--- src/rtl/core_reset_seq.sv ---
module core_reset_seq #(
  parameter int XLEN = 32,
  parameter int IPL_W = 3,
  parameter int VEC_BYTES = 4,
  parameter logic [3:0] PST_RUN = 4'h0,
  parameter logic [3:0] PST_EXC = 4'hC,
  parameter logic [3:0] PST_HALT = 4'hF
) (
  input  logic            clk,
  input  logic            rst,
  input  logic            bus_grant,
  input  logic            bus_alt_busy,
  output logic            rd_req,
  output logic [XLEN-1:0] rd_addr,
  input  logic            rd_ack,
  input  logic [XLEN-1:0] rd_data,
  input  logic            fault,
  input  logic            handler_start,
  output logic            fetch_en,
  output logic [XLEN-1:0] fetch_addr,
  output logic [XLEN-1:0] sp_out,
  output logic            sr_super,
  output logic            sr_trace,
  output logic            sr_master,
  output logic [IPL_W-1:0] sr_ipl,
  output logic [XLEN-1:0] vbr,
  output logic            cache_en,
  output logic            sram_en,
  output logic [3:0]      pst
);
  localparam logic [XLEN-1:0] VBR_RST = '0;
  localparam logic [XLEN-1:0] PC_OFS = XLEN'(VEC_BYTES);
  localparam logic [IPL_W-1:0] IPL_TOP = '1;

  typedef enum logic [2:0] {
    S_INIT, S_WAIT, S_RDSP, S_RDPC, S_RUN, S_EXC, S_HALT
  } st_t;

  st_t state;
  logic pc_phase, exc_active;
  logic [XLEN-1:0] sp_q, pc_q, vbr_q;
  logic grant_ok, in_read, halted, take;

  assign grant_ok = bus_grant && !bus_alt_busy;
  assign in_read  = (state == S_RDSP) || (state == S_RDPC);
  assign halted   = (state == S_HALT);
  assign rd_req   = in_read && grant_ok;
  assign take     = rd_req && rd_ack;
  assign rd_addr  = (state == S_RDPC) ? vbr_q + PC_OFS : vbr_q;
  assign fetch_en = (state == S_RUN);
  assign fetch_addr = pc_q;
  assign sp_out   = sp_q;
  assign vbr      = vbr_q;
  assign pst      = halted ? PST_HALT : (exc_active ? PST_EXC : PST_RUN);

  always_ff @(posedge clk) begin
    if (rst) begin
      sr_super  <= 1'b1;
      sr_trace  <= 1'b0;
      sr_master <= 1'b0;
      sr_ipl    <= IPL_TOP;
      vbr_q     <= VBR_RST;
      cache_en  <= 1'b0;
      sram_en   <= 1'b0;
    end
  end

  always_ff @(posedge clk) begin
    if (rst) begin
      state      <= S_INIT;
      pc_phase   <= 1'b0;
      exc_active <= 1'b1;
      sp_q       <= '0;
      pc_q       <= '0;
    end else if (!halted) begin
      if (fault && exc_active) begin
        state <= S_HALT;
      end else begin
        case (state)
          S_INIT: state <= S_WAIT;
          S_WAIT: if (grant_ok) state <= pc_phase ? S_RDPC : S_RDSP;
          S_RDSP, S_RDPC: begin
            if (take) begin
              if (state == S_RDSP) begin
                sp_q     <= rd_data;
                pc_phase <= 1'b1;
                state    <= S_RDPC;
              end else begin
                pc_q       <= rd_data;
                exc_active <= 1'b0;
                state      <= S_RUN;
              end
            end else if (!grant_ok) begin
              state <= S_WAIT;
            end
          end
          S_RUN: if (fault) begin
            exc_active <= 1'b1;
            state      <= S_EXC;
          end
          S_EXC: if (handler_start) begin
            exc_active <= 1'b0;
            state      <= S_RUN;
          end
          default: state <= S_HALT;
        endcase
      end
    end
  end

  a_r2_sr_after_reset: assert property (@(posedge clk)
    rst |=> (sr_super && !sr_trace && !sr_master && sr_ipl == IPL_TOP));

  a_r6_addr_hold: assert property (@(posedge clk) disable iff (rst)
    (rd_req && !rd_ack) |=> (!rd_req || $stable(rd_addr)));

  a_r7_run_after_ack: assert property (@(posedge clk) disable iff (rst)
    $rose(fetch_en) |-> ($past(take) || $past(handler_start)));

  a_r9_fault_stops: assert property (@(posedge clk) disable iff (rst)
    (fetch_en && fault) |=> (!fetch_en && pst == PST_EXC));

  a_r10_nested_halts: assert property (@(posedge clk) disable iff (rst)
    (fault && exc_active) |=> (pst == PST_HALT && !fetch_en && !rd_req));

  a_r10_halt_sticky: assert property (@(posedge clk) disable iff (rst)
    halted |=> halted);
endmodule

--- config.mk ---
export PLATFORM = sky130hd
export DESIGN_NAME = core_reset_seq
export DESIGN_NICKNAME = d
export VERILOG_FILES = /design/src/rtl/core_reset_seq.sv
export SDC_FILE = /design/constraint.sdc
export NUM_CORES = 1
export LEC_CHECK = 0
export BUFFER_PORTS_ARGS = -buffer_cell sky130_fd_sc_hd__buf_2
export CAP_MARGIN = 10
export CORE_MARGIN = 10
export CORE_UTILIZATION = 42
export CTS_BUF_LIST = sky130_fd_sc_hd__clkbuf_8
export DETAILED_ROUTE_END_ITERATION = 10
export GPL_ROUTABILITY_DRIVEN = 0
export GPL_TIMING_DRIVEN = 0
export PLACE_DENSITY = 0.82
export SETUP_SLACK_MARGIN = 0.4
export SLEW_MARGIN = 15
export SYNTH_ARGS = -nofsm -noshare
export SYNTH_HDL_FRONTEND = slang
export SYNTH_SLANG_ARGS = --single-unit
--- constraint.sdc ---
create_clock -name clk -period 1.45 [get_ports clk]
set_input_delay 0.0725 -clock clk [delete_from_list [all_inputs] [get_ports clk]]
set_output_delay 0.0725 -clock clk [all_outputs]
set_load 0.02 [all_outputs]
==> results by group <==
Clock tree
  • Latest clock arrival within the worst-skew pair: 340 ps
  • Sink Count: 69
  • TritonCTS clock tree: done
  • Clock-pin transition on the worst setup and hold timing paths: 70 ps
  • Number of buffers created by CTS: 9
  • Clock root buffer: sky130_fd_sc_hd__clkbuf_8
  • Clock tree buffer depth: 2
  • H-tree levels: 3

Placed design
  • HPWL after detailed placement: 7.387 mm
  • Count of buffers inserted at the top-level ports: 108
  • Setup WS pre-CTS: -304.4 ps

Logic synthesis
  • Cell type with the largest total area after synthesis: sky130_fd_sc_hd__dfxtp_1
  • Cell types with the highest counts after synthesis: sky130_fd_sc_hd__buf_4, sky130_fd_sc_hd__dfxtp_1, sky130_fd_sc_hd__nand2_1
  • Fraction of synthesized cell area taken by the top area cell type: 40.96%
  • Post-synth EDFFs: 0
  • Synthesized netlist cell count: 371
  • Netlist Area Pre-Place: 3372 µm²
  • Sequential fraction of the synthesis area: 40.96%
  • Synth Flop Type: sky130_fd_sc_hd__dfxtp_1
  • Number of warning messages in the yosys log: 0
  • Top-count cell post-synth: sky130_fd_sc_hd__buf_4
  • Synth area leaders: sky130_fd_sc_hd__dfxtp_1, sky130_fd_sc_hd__buf_4, sky130_fd_sc_hd__mux2i_1
  • Mean post-synth cell area: 9.089 µm²
  • Cell variety after synth: 36
  • Number of storage elements in the synthesis netlist: 69
  • Synth async-reset ratio: 0%

Layout
  • Utilization after layout: 70.62%
  • Synth-to-Final Area Change: 62.67%
  • Final-stage net count: 658
  • Layout filler cell count: 563
  • Proportion of layout cells with a drive suffix above 1: 50.48%

Setup path
  • Critical path's largest stage delay: 490 ps
  • Start-to-end type of the worst setup path: flip-flop to flip-flop
  • Kind of capture point of the worst setup path: flip-flop
  • Critical path, cell by cell: and2_4 > buf_6 > or4_4 > buf_8 > buf_12 > nand2_2 > a21oi_2
  • Required @ worst endpoint: 1650 ps
  • Buf+Inv Stages, Crit Path: 3
  • Critical-path cell with the highest stage delay: sky130_fd_sc_hd__or4_4
  • Critical path peak fanout: 10
  • CP top delay family: simple AND/OR/NAND/NOR gates
  • Data arrival time of the critical path: 1830 ps
  • Critical Path Start Type: flip-flop

Routing
  • Metal-1 WL: 3.887 mm
  • Met3 wire len: 1.156 mm
  • Routed wire per std cell: 15.26 µm
  • WL met2: 5.976 mm
  • 1st-pass router iterations: 4
  • Total length of routed wires: 11.10 mm
  • Post-detailed-route via-to-cell ratio: 4.316
  • Via count: 3138
  • Detailed-route DRC error count: 0
  • DRT iter0 DRCs: 96
  • Final ANT Viol Nets: 0
  • Max Used Layer: met4

Pwr
  • Worst vdd rail ir drop: 0.0006686 V
  • Leakage: 2.562 nW
  • Total power: 0.004720 W
  • Cell area power density: 860.5 nW/µm²

Die
  • Standard cell core area: 7767 µm²
  • Cell row count: 32
  • Chip Height: 109.6 µm
  • Initial cell density of the core: 43.41%
  • I/O pin count: 181
  • X dimension of the die: 109.6 µm
  • Die Outline Area: 12010 µm²

Flow run
  • Number of max-capacitance violations reported: 0

Global routing
  • Maximum number of pins on one net before global-route repair: 13
  • Overall Global Routing Usage: 17.85%
  • Vias in the first global route: 3361
  • Number of antenna violations at the first check in global routing: 0
  • Global-route wire length before repair: 17.08 mm
  • Remaining Overflow, GRT: 0

Timing
  • Clock period minus worst slack: 1633 ps
  • Final setup fails: 66
  • Slew @ Worst Pin: 683.8 ps
  • Final-report hold violation count: 0
  • Max-slew violation count: 0
  • RSZ-0062 raised after global routing: yes
  • Share of the clock period used by the worst path after layout: 112.6%
  • Worst-case clock skew: 7.552 ps
  • Maximum achievable frequency: 0.6123 GHz
  • Worst slew margin relative to its limit: 54.41%
  • Worst Slack Setup Final: -183.1 ps

Outcome
  • Status: finished, violations left
  • Violations in the final reports: setup timing

Hold path
  • Min-delay worst type: input port to flip-flop
==> path summary, 6_finish.rpt <==
check	startpoint	endpoint	slack [ps]	cells past startpoint
worst min register to register	sp_out[24]$_SDFFE_PP0P_	sp_out[24]$_SDFFE_PP0P_	450	2
worst min-delay path	fault	exc_active$_SDFFE_PP1P_	40	2
worst max-delay path	exc_active$_SDFFE_PP1P_	sp_out[15]$_SDFFE_PP0P_	-180	7
worst max register to register	exc_active$_SDFFE_PP1P_	sp_out[15]$_SDFFE_PP0P_	-180	7
==> repair_timing <==
action,4_1_cts,5_1_grt
buffers inserted,23,1
pin swaps,10,5
gates resized for setup,65,19
setup endpoints to repair,75,76
cloned,3,1
hold buffers,32,0
endpoints found under the hold margin,58,0
==> area by class of cell <==
class | count | area [µm²] | area share (%)
multi-input combinational | 273 | 1664 | 30.34
sequential | 69 | 1389 | 25.32
timing repair buffer | 168 | 1236 | 22.54
buffer | 96 | 799.5 | 14.58
clock buffer | 10 | 137.6 | 2.509
tap | 102 | 127.6 | 2.327
clock inverter | 6 | 111.4 | 2.030
inverter | 2 | 17.52 | 0.3193
antenna | 1 | 2.502 | 0.04562
==> registers in the layout, summed over array words and instances, names as in the netlist <==
signal,cells
state,3
exc_active,1
fetch_addr,32
pc_phase,1
sp_out,32
==> cell families (layout without fill, tap and decap cells) <==
group | count (synthesis) | after routing | synth area share, %
buffers and inverters | 98 | 282 | 21.19
multiplexers | 32 | 32 | 9.499
other | 2 | 72 | 0.2227
AO/OA/AOI/OAI | 46 | 46 | 10.17
flip-flops | 69 | 69 | 40.96
AND/OR/NAND/NOR | 124 | 124 | 17.96
==> where the power goes <==
| part | leakage (nW) | switching [W] | internal (W) | total [W] |
|---|---|---|---|---|
| clock network | 0.128 | 0.000734 | 0.00119 | 0.00192 |
| logic | 1.88 | 0.000465 | 0.000406 | 0.000871 |
| registers | 0.557 | 0.0000138 | 0.00191 | 0.00193 |
| total | 2.56 | 0.00121 | 0.00351 | 0.00472 |
==> through the flow <==
step	instances	TNS (ps)	area, µm²	hold WS [ps]
after global routing	726	-13220	5483	24.16
after global placement	650	-12930	4325	322.2
final	727	-10220	5485	39.11
after CTS	724	-8526	5368	8.230
after floorplan	440	-4597	3657	212.2
after detailed placement	650	-13870	4325	335.8
==> cell usage in the layout (no fill, tap or decap), drive strengths merged, types with 20 or more instances in the layout <==
cell,n
clkbuf,20
nand2,66
nor2,41
conb,71
mux2i,32
buf,222
a21oi,35
dfxtp,69
dlygate4sd3,32
==> routing by layer <==
layer	vias to the layer above	global-route usage, %
met5	-	0
li1	1562	-
met4	0	3.903
met1	1431	18.28
met2	136	33.35
met3	9	7.080
(Power assumes the default switching activity.)
